[src/rtl/cmp_pkg.sv]
package cmp_pkg;
  typedef enum logic {
    SRC_PORT = 1'b0,
    SRC_CMP  = 1'b1
  } pin_src_e;

  typedef struct packed {
    logic set;
    logic clr;
  } flag_evt_t;
endpackage

[src/rtl/cmp_rst_sync.sv]
module cmp_rst_sync #(
  parameter int STAGES = 2
) (
  input  logic clk_i,
  input  logic rst_ni,
  output logic rst_sync_no
);
  logic [STAGES-1:0] sync_q;
  logic [STAGES-1:0] sync_d;

  always_comb begin
    sync_d = {sync_q[STAGES-2:0], 1'b1};
  end

  always_ff @(posedge clk_i or negedge rst_ni) begin
    if (!rst_ni) sync_q <= '0;
    else         sync_q <= sync_d;
  end

  assign rst_sync_no = sync_q[STAGES-1];
endmodule

[src/rtl/cmp_match_det.sv]
module cmp_match_det #(
  parameter int CNT_W = 16
) (
  input  logic             clk_i,
  input  logic             rst_ni,
  input  logic [CNT_W-1:0] tmr_cnt_i,
  input  logic             cval_we_i,
  input  logic [CNT_W-1:0] cval_wdata_i,
  output logic             match_o
);
  logic [CNT_W-1:0] cval_q;
  logic [CNT_W-1:0] cval_d;
  logic [CNT_W-1:0] diff;

  always_comb begin
    cval_d = cval_q;
    if (cval_we_i) cval_d = cval_wdata_i;
  end

  always_ff @(posedge clk_i or negedge rst_ni) begin
    if (!rst_ni) cval_q <= '0;
    else         cval_q <= cval_d;
  end

  assign diff    = tmr_cnt_i ^ cval_q;
  assign match_o = ~|diff;

  // a written value is the one compared from the next edge on
  a_r8_new_value_used: assert property (@(posedge clk_i) disable iff (!rst_ni)
    cval_we_i |=> (cval_q == $past(cval_wdata_i)));
endmodule

[src/rtl/cmp_out_ctrl.sv]
module cmp_out_ctrl
  import cmp_pkg::*;
(
  input  logic clk_i,
  input  logic rst_ni,
  input  logic cmp_en_i,
  input  logic match_i,
  input  logic ovf_i,
  input  logic plat_we_i,
  input  logic plat_wdata_i,
  output logic pin_o
);
  logic     cmp_q, cmp_d;
  logic     plat_q, plat_d;
  pin_src_e src;

  always_comb begin
    cmp_d = cmp_q;
    if (!cmp_en_i)    cmp_d = 1'b0;
    else if (ovf_i)   cmp_d = 1'b0;
    else if (match_i) cmp_d = 1'b1;
  end

  always_comb begin
    plat_d = plat_q;
    if (plat_we_i && !cmp_en_i) plat_d = plat_wdata_i;
  end

  always_ff @(posedge clk_i or negedge rst_ni) begin
    if (!rst_ni) begin
      cmp_q  <= 1'b0;
      plat_q <= 1'b0;
    end else begin
      cmp_q  <= cmp_d;
      plat_q <= plat_d;
    end
  end

  assign src   = cmp_en_i ? SRC_CMP : SRC_PORT;
  assign pin_o = (src == SRC_CMP) ? cmp_q : plat_q;


  a_r2_match_sets: assert property (@(posedge clk_i) disable iff (!rst_ni)
    (cmp_en_i && match_i && !ovf_i) |=> cmp_q);

  a_r3_ovf_clears: assert property (@(posedge clk_i) disable iff (!rst_ni)
    (cmp_en_i && ovf_i) |=> !cmp_q);

  a_r5_latch_frozen: assert property (@(posedge clk_i) disable iff (!rst_ni)
    cmp_en_i |=> $stable(plat_q));

  a_r9_idle_low: assert property (@(posedge clk_i) disable iff (!rst_ni)
    !cmp_en_i |=> !cmp_q);
endmodule

[src/rtl/cmp_irq_flag.sv]
module cmp_irq_flag
  import cmp_pkg::*;
(
  input  logic clk_i,
  input  logic rst_ni,
  input  logic cmp_en_i,
  input  logic match_i,
  input  logic clr_i,
  output logic irq_o
);
  flag_evt_t evt;
  logic      flag_q, flag_d;

  always_comb begin
    evt.set = cmp_en_i & match_i;
    evt.clr = clr_i;
    flag_d  = flag_q;
    if (evt.set)      flag_d = 1'b1;
    else if (evt.clr) flag_d = 1'b0;
  end

  always_ff @(posedge clk_i or negedge rst_ni) begin
    if (!rst_ni) flag_q <= 1'b0;
    else         flag_q <= flag_d;
  end

  assign irq_o = flag_q;


  a_r7_set_wins: assert property (@(posedge clk_i) disable iff (!rst_ni)
    (cmp_en_i && match_i) |=> irq_o);
  a_r7_sticky: assert property (@(posedge clk_i) disable iff (!rst_ni)
    (irq_o && !clr_i) |=> irq_o);

  a_r9_no_set_idle: assert property (@(posedge clk_i) disable iff (!rst_ni)
    (!cmp_en_i && !irq_o) |=> !irq_o);
endmodule

[src/rtl/cmp_pwm_channel.sv]
module cmp_pwm_channel #(
  parameter int CNT_W    = 16,
  parameter int SYNC_STG = 2
) (
  input  logic             clk_i,
  input  logic             rst_ni,
  input  logic [CNT_W-1:0] tmr_cnt_i,
  input  logic             tmr_ovf_i,
  input  logic             cval_we_i,
  input  logic [CNT_W-1:0] cval_wdata_i,
  input  logic             ctl_we_i,
  input  logic             ctl_wdata_i,
  input  logic             plat_we_i,
  input  logic             plat_wdata_i,
  input  logic             irq_clr_i,
  output logic             pin_o,
  output logic             irq_o
);
  logic rst_n;
  logic match;
  logic en_q, en_d;

  cmp_rst_sync #(.STAGES(SYNC_STG)) u_rst (
    .clk_i       (clk_i),
    .rst_ni      (rst_ni),
    .rst_sync_no (rst_n)
  );

  always_comb begin
    en_d = en_q;
    if (ctl_we_i) en_d = ctl_wdata_i;
  end

  always_ff @(posedge clk_i or negedge rst_n) begin
    if (!rst_n) en_q <= 1'b0;
    else        en_q <= en_d;
  end

  cmp_match_det #(.CNT_W(CNT_W)) u_det (
    .clk_i        (clk_i),
    .rst_ni       (rst_n),
    .tmr_cnt_i    (tmr_cnt_i),
    .cval_we_i    (cval_we_i),
    .cval_wdata_i (cval_wdata_i),
    .match_o      (match)
  );

  cmp_out_ctrl u_out (
    .clk_i        (clk_i),
    .rst_ni       (rst_n),
    .cmp_en_i     (en_q),
    .match_i      (match),
    .ovf_i        (tmr_ovf_i),
    .plat_we_i    (plat_we_i),
    .plat_wdata_i (plat_wdata_i),
    .pin_o        (pin_o)
  );

  cmp_irq_flag u_irq (
    .clk_i    (clk_i),
    .rst_ni   (rst_n),
    .cmp_en_i (en_q),
    .match_i  (match),
    .clr_i    (irq_clr_i),
    .irq_o    (irq_o)
  );

  // in the first cycle after reset release, both outputs are low
  a_r1_reset_low: assert property (@(posedge clk_i)
    $rose(rst_n) |-> (!pin_o && !irq_o));
endmodule

[config.mk]
export PLATFORM = sky130hd
export DESIGN_NAME = cmp_pwm_channel
export DESIGN_NICKNAME = d
export VERILOG_FILES = /design/src/rtl/cmp_pkg.sv /design/src/rtl/cmp_rst_sync.sv /design/src/rtl/cmp_match_det.sv /design/src/rtl/cmp_out_ctrl.sv /design/src/rtl/cmp_irq_flag.sv /design/src/rtl/cmp_pwm_channel.sv
export SDC_FILE = /design/constraint.sdc
export NUM_CORES = 1
export LEC_CHECK = 0
export ABC_AREA = 0
export ABC_CLOCK_PERIOD_IN_PS = 1000
export BUFFER_PORTS_ARGS = -buffer_cell sky130_fd_sc_hd__clkbuf_2
export CAP_MARGIN = 20
export CORE_UTILIZATION = 46
export DETAILED_ROUTE_END_ITERATION = 6
export PLACE_DENSITY = 0.77
export SYNTH_ARGS = -nofsm -noshare
export SYNTH_HDL_FRONTEND = slang
export SYNTH_HIERARCHICAL = 1
export SYNTH_SLANG_ARGS = --single-unit
[constraint.sdc]
create_clock -name clk_i -period 1 [get_ports clk_i]
set_clock_uncertainty 0.1 [all_clocks]
set_input_delay 0.1 -clock clk_i [delete_from_list [all_inputs] [get_ports clk_i]]
set_output_delay 0.1 -clock clk_i [all_outputs]
set_load 0.05 [all_outputs]
==> results of run 1 <==
[stage by stage]
stage	power (mW)	std cells
floorplan	1.29	71
CTS	2.02	173
detailed placement	1.46	145
finish	2.06	175
global route	2.15	175
global placement	1.44	145
[logic make-up (layout without fill, tap and decap cells)]
group	count (synthesis)	in the layout	share of synthesized area [%]
AND/OR/NAND/NOR	9	9	5.63
other	1	1	0.359
XOR/XNOR	16	16	13.4
flip-flops	22	22	52.8
AO/OA/AOI/OAI	1	1	0.839
multiplexers	19	19	24.5
buffers and inverters	3	80	2.52
[power by group]
part / internal, mW / switching, mW
Clock: 0.222 / 0.263
Sequential: 0.970 / 0.0646
Combinational: 0.349 / 0.190
Total: 1.54 / 0.518
[sequential cells by signal, summed over array words and instances, names as in the netlist]
signal        flops
en_q              1
u_out/cmp_q       1
u_irq/irq_o       1
u_det/cval_q     16
u_out/plat_q      1
u_rst/sync_q      2
[timing repair]
action / 4_1_cts / 5_1_grt
hold buffers: 22 / 0
pin swaps: 2 / 5
endpoints found under the hold margin: 22 / 0
resized for setup: 6 / 6
setup endpoints to repair: 8 / 9
setup buffers: 2 / 4
[cell usage in the layout, fill, tap and decap left out]
cell type / n
mux2_1: 1
nand2_1: 1
clkbuf_4: 3
buf_12: 1
o21ai_2: 1
nand4_1: 4
inv_1: 1
mux2_4: 12
clkbuf_8: 1
clkbuf_2: 40
nor2b_1: 1
buf_6: 3
dfrtp_1: 22
conb_1: 1
xnor2_2: 2
buf_8: 2
nor2_1: 1
xnor2_1: 14
buf_4: 7
dlygate4sd3_1: 22
mux2_2: 6
nor3b_1: 1
nor4_2: 1
[routing by layer]
| layer | wire length, um | vias up | GRT usage [%] |
|---|---|---|---|
| met2 | 1410 | 36 | 36.0 |
| li1 | - | 396 | - |
| met1 | 958 | 406 | 22.6 |
| met4 | 53 | 0 | 2.86 |
| met3 | 138 | 6 | 4.94 |
| met5 | 0 | - | 0 |
[area by class of cell]
| class | count | area (um^2) |
|---|---|---|
| multi-input cells | 46 | 485 |
| clock buffers | 4 | 36.3 |
| fillers | 123 | 375 |
| repair buffers | 75 | 557 |
| well taps | 27 | 33.8 |
| inverters | 1 | 3.75 |
| flip-flops and latches | 22 | 551 |
[worst paths after layout]
check	endpoint	startpoint
max	u_out/cmp_q	u_det/cval_q[10]
min	u_rst/sync_q[0]	rst_ni
max reg2reg	u_out/cmp_q	u_det/cval_q[10]
min reg2reg	u_det/cval_q[2]	u_rst/sync_q[1]
max in group asynchronous	u_out/plat_q	u_rst/sync_q[1]
min in group clk_i	u_out/plat_q	plat_we_i
==> results_dict.tcl, run 1 <==
set metrics [dict create \
    powerDensity_nw_per_um2 1240 \
    leakage_nw 0.802 \
    cts_tree "built" \
    area_growth_pct 59.7 \
    path_delay_family "simple AND/OR/NAND/NOR gates" \
    wirelength_um 2560 \
    hold_viol 2 \
    fin_util_pct 81.6 \
    critPathArrivalTime_ns 1.74 \
    slowest_stage "dfrtp_1" \
    period_minus_slack_ns 1.62 \
    drt-initial-drc-count 10 \
    ys_seq_area_share_pct 52.8 \
    rsz0062_at_grt "true" \
    path_clk_slew_ns 0.12 \
    grt_max_degree 21 \
    cpPeakStageDelay_ns 0.43 \
    async_flop_share_pct 100 \
    io_pins 43 \
    route.detailed.drc 0 \
    cts_buffer_depth 2 \
    crit_cells 5 \
    min_period_over_period_pct 162 \
    vias 844 \
    cp.required_ns 1.12 \
    reg2reg_setup_slack_ns -0.62 \
    placementRows 16 \
    grtUsageTotal_pct 19.4 \
    synthFlopType "dfrtp_1" \
    diodes 0 \
    synth_nets 112 \
    synth-seq-cells 22 \
    yosys_warnings 6 \
    timing.fmax_mhz 617 \
    ir_drop_mv 1.11 \
    nNetsFinal 190 \
    core_um2 2040 \
    synth_top_area_share_pct 52.8 \
    die_h_um 49.6 \
    grt_pass1_wl_um 3500 \
    synth.most_common_cell "dfrtp_1" \
    placedInstanceArea_um2 1330 \
    min-delay-path-class "primary input to asynchronous set/reset pin" \
    grt_pass1_vias 807 \
    syn_area_um2 1040 \
    synth_edf_count 0 \
    postRouteAntennaNets 0 \
    port-buffer-count 42 \
    insertion_delay_ns 0.31 \
    status "finished with violations" \
    worstPathMaxFanout 2 \
    max_cap_violations 0 \
    violations "negative hold slack, negative setup slack" \
    slew_violations 0 \
    cts_sinks 22 \
    synthCells 71 \
    initial_core_util_pct 51.1 \
    path_cells "xnor2_1 > nand4_1 > nor4_2 > nor2_1 > nor3b_1" \
    synth.avg_cell_area_um2 14.7 \
    worst_slack_ns -0.620 \
    preCtsSetupSlack_ns -0.472 \
    design_area_um2 1670 \
    numCtsBuffers 3 \
    wl_per_cell_um 14.6 \
    setup_tns_ns -2.01 \
    htree_levels 1 \
    ys_top_cells_by_area "dfrtp_1 53%, mux2_4 16%, xnor2_1 13%" \
    start_kind "register" \
    critPathKind "register to register" \
    critical_path_buf_inv_count 0 \
    setup_viol 10 \
    yosys-top-cells-count "22 x dfrtp_1, 16 x xnor2_1, 11 x mux2_4, 6 x mux2_2, 4 x nand4_1" \
    vias_per_cell 4.82 \
    dieArea_um2 2460 \
    hold_ws_ns -0.00730 \
    ys_types 15 \
    die_x_um 49.6 \
    yosys.area.top_type "dfrtp_1" \
    first_pass_iters 4 \
    cp-end-kind "register" \
    worstRegToRegCells 5 \
    grt_overflow 0 \
    gp_congestion 0.689 \
    antenna_found_initial 0 \
    drive_gt1_share_pct 53.4 \
    dp_hpwl_um 1560 \
    clockRootBuffer "clkbuf_4" \
]
Note: power is estimated with default switching activity, not from simulation.
==> run 2: changes to the inputs <==
ABC_CLOCK_PERIOD_IN_PS = 1510   (was 1000)
clock period = 1.51 ns   (was 1 ns; I/O delays follow)
==> run 2 against run 1 <==
The run ends with negative setup slack left. Final area down 7.7%. Largest cell class is now sequential cells. Combinational power shrank 42%. Via count decreased by 8.6%.
==> results_dict.tcl, run 2 (synthesis gave the netlist of run 1 again) <==
set metrics [dict create \
    ir_drop_mv 0.649 \
    grtUsageTotal_pct 18.7 \
    clockRootBuffer "clkbuf_4" \
    slew_violations 0 \
    insertion_delay_ns 0.29 \
    die_x_um 49.6 \
    placementRows 16 \
    vias_per_cell 4.67 \
    setup_tns_ns -0.00455 \
    grt_pass1_vias 835 \
    gp_congestion 0.724 \
    cp.required_ns 1.63 \
    leakage_nw 0.736 \
    mostFrequentLayoutCells "41 x clkbuf_2, 22 x dfrtp_1, 20 x dlygate4sd3_1, 14 x xnor2_1, 11 x mux2_4" \
    rsz0062_at_grt "true" \
    numCtsBuffers 3 \
    worst_slack_ns -0.00455 \
    slowest_stage "dfrtp_1" \
    grt_pass1_wl_um 3340 \
    cts_sinks 22 \
    top_register "u_det/cval_q" \
    drive_gt1_share_pct 50.7 \
    vias 771 \
    powerDensity_nw_per_um2 808 \
    postRouteAntennaNets 0 \
    setup_viol 1 \
    area_growth_pct 47.5 \
    dp.cells 139 \
    design_area_um2 1540 \
    start_kind "register" \
    htree_levels 1 \
    core_um2 2040 \
    hold_ws_ns 0.0169 \
    hold_viol 0 \
    cp-end-kind "register" \
    timing.fmax_mhz 660 \
    worstRegToRegCells 5 \
    worstPathMaxFanout 2 \
    hold_depth 2 \
    grt_max_degree 21 \
    fin_util_pct 75.4 \
    path_delay_family "simple AND/OR/NAND/NOR gates" \
    preCtsSetupSlack_ns 0.0200 \
    placedInstanceArea_um2 1270 \
    top_regs "u_det/cval_q x16, u_rst/sync_q x2" \
    port-buffer-count 42 \
    route.detailed.drc 0 \
    wirelength_um 2120 \
    violations "negative setup slack" \
    final_common_cell "clkbuf_2" \
    die_h_um 49.6 \
    diodes 0 \
    critPathArrivalTime_ns 1.63 \
    reg2reg_setup_slack_ns -0.005 \
    period_minus_slack_ns 1.51 \
    crit_cells 5 \
    dieArea_um2 2460 \
    nNetsFinal 181 \
    grt_overflow 0 \
    fin_cells 165 \
    dp_hpwl_um 1570 \
    cpPeakStageDelay_ns 0.42 \
    min_period_over_period_pct 100 \
    first_pass_iters 3 \
    largest_reg_flops 16 \
    min-delay-path-class "primary input to register" \
    critPathKind "register to register" \
    max_cap_violations 0 \
    n_fill_cell 154 \
    path_cells "xnor2_2 > nand4_1 > nor4_2 > nor2_1 > nor3b_1" \
    critical_path_buf_inv_count 0 \
    antenna_found_initial 0 \
    path_clk_slew_ns 0.11 \
    power.total_mw 1.24 \
    status "finished with violations" \
    cts_tree "built" \
    cts_buffer_depth 2 \
    io_pins 43 \
    wl_per_cell_um 12.9 \
    initial_core_util_pct 51.1 \
    drt-initial-drc-count 1 \
]
## run 2: final timing paths
check	startpoint	to
min in group asynchronous	rst_ni	u_rst/sync_q[0]
worst min register to register	u_rst/sync_q[1]	u_det/cval_q[0]
worst min-delay path	cval_wdata_i[11]	u_det/cval_q[11]
worst max register to register	u_det/cval_q[14]	u_out/cmp_q
max in group asynchronous	u_rst/sync_q[1]	u_det/cval_q[15]
worst max-delay path	u_det/cval_q[14]	u_out/cmp_q
## run 2: area by class of cell
type | count | area, um^2 | share of cell area (%)
Clock buffer | 3 | 22.5 | 1.46
Tap cell | 27 | 33.8 | 2.20
Multi-Input combinational cell | 46 | 482 | 31.3
Timing Repair Buffer | 66 | 447 | 29.0
Sequential cell | 22 | 551 | 35.8
Inverter | 1 | 3.75 | 0.244
## run 2: what timing repair did
action | 4_1_cts | 5_1_grt
hold buffers | 20 | 0
endpoints found under the hold margin | 21 | 0
buffers inserted | 1 | 2
endpoints found under the setup margin | 2 | 2
pin swaps | 1 | 8
gates resized for setup | 1 | 4
## run 2: routing by layer
| metal | vias to the layer above | share of wire, % | GRT usage [%] |
|---|---|---|---|
| li1 | 376 | - | - |
| met1 | 367 | 39 | 18.8 |
| met2 | 24 | 56 | 36.5 |
| met3 | 4 | 3.5 | 2.78 |
| met4 | 0 | 1.6 | 9.05 |
| met5 | - | 0 | 0 |
## run 2: where the power goes
part           leakage (nW)  switching, mW  total (mW)  internal [mW]
Clock                0.0138          0.156       0.249         0.0928
Combinational         0.461          0.110       0.312          0.202
Sequential            0.262         0.0397       0.682          0.642
## run 2: worst reg2reg max path, delay by kind of cell (launching register included)
family,cells,cell delay (ns)
and+or+nand+nor,4,0.77
DFF,1,0.42
xor gates and xnor gates,1,0.15
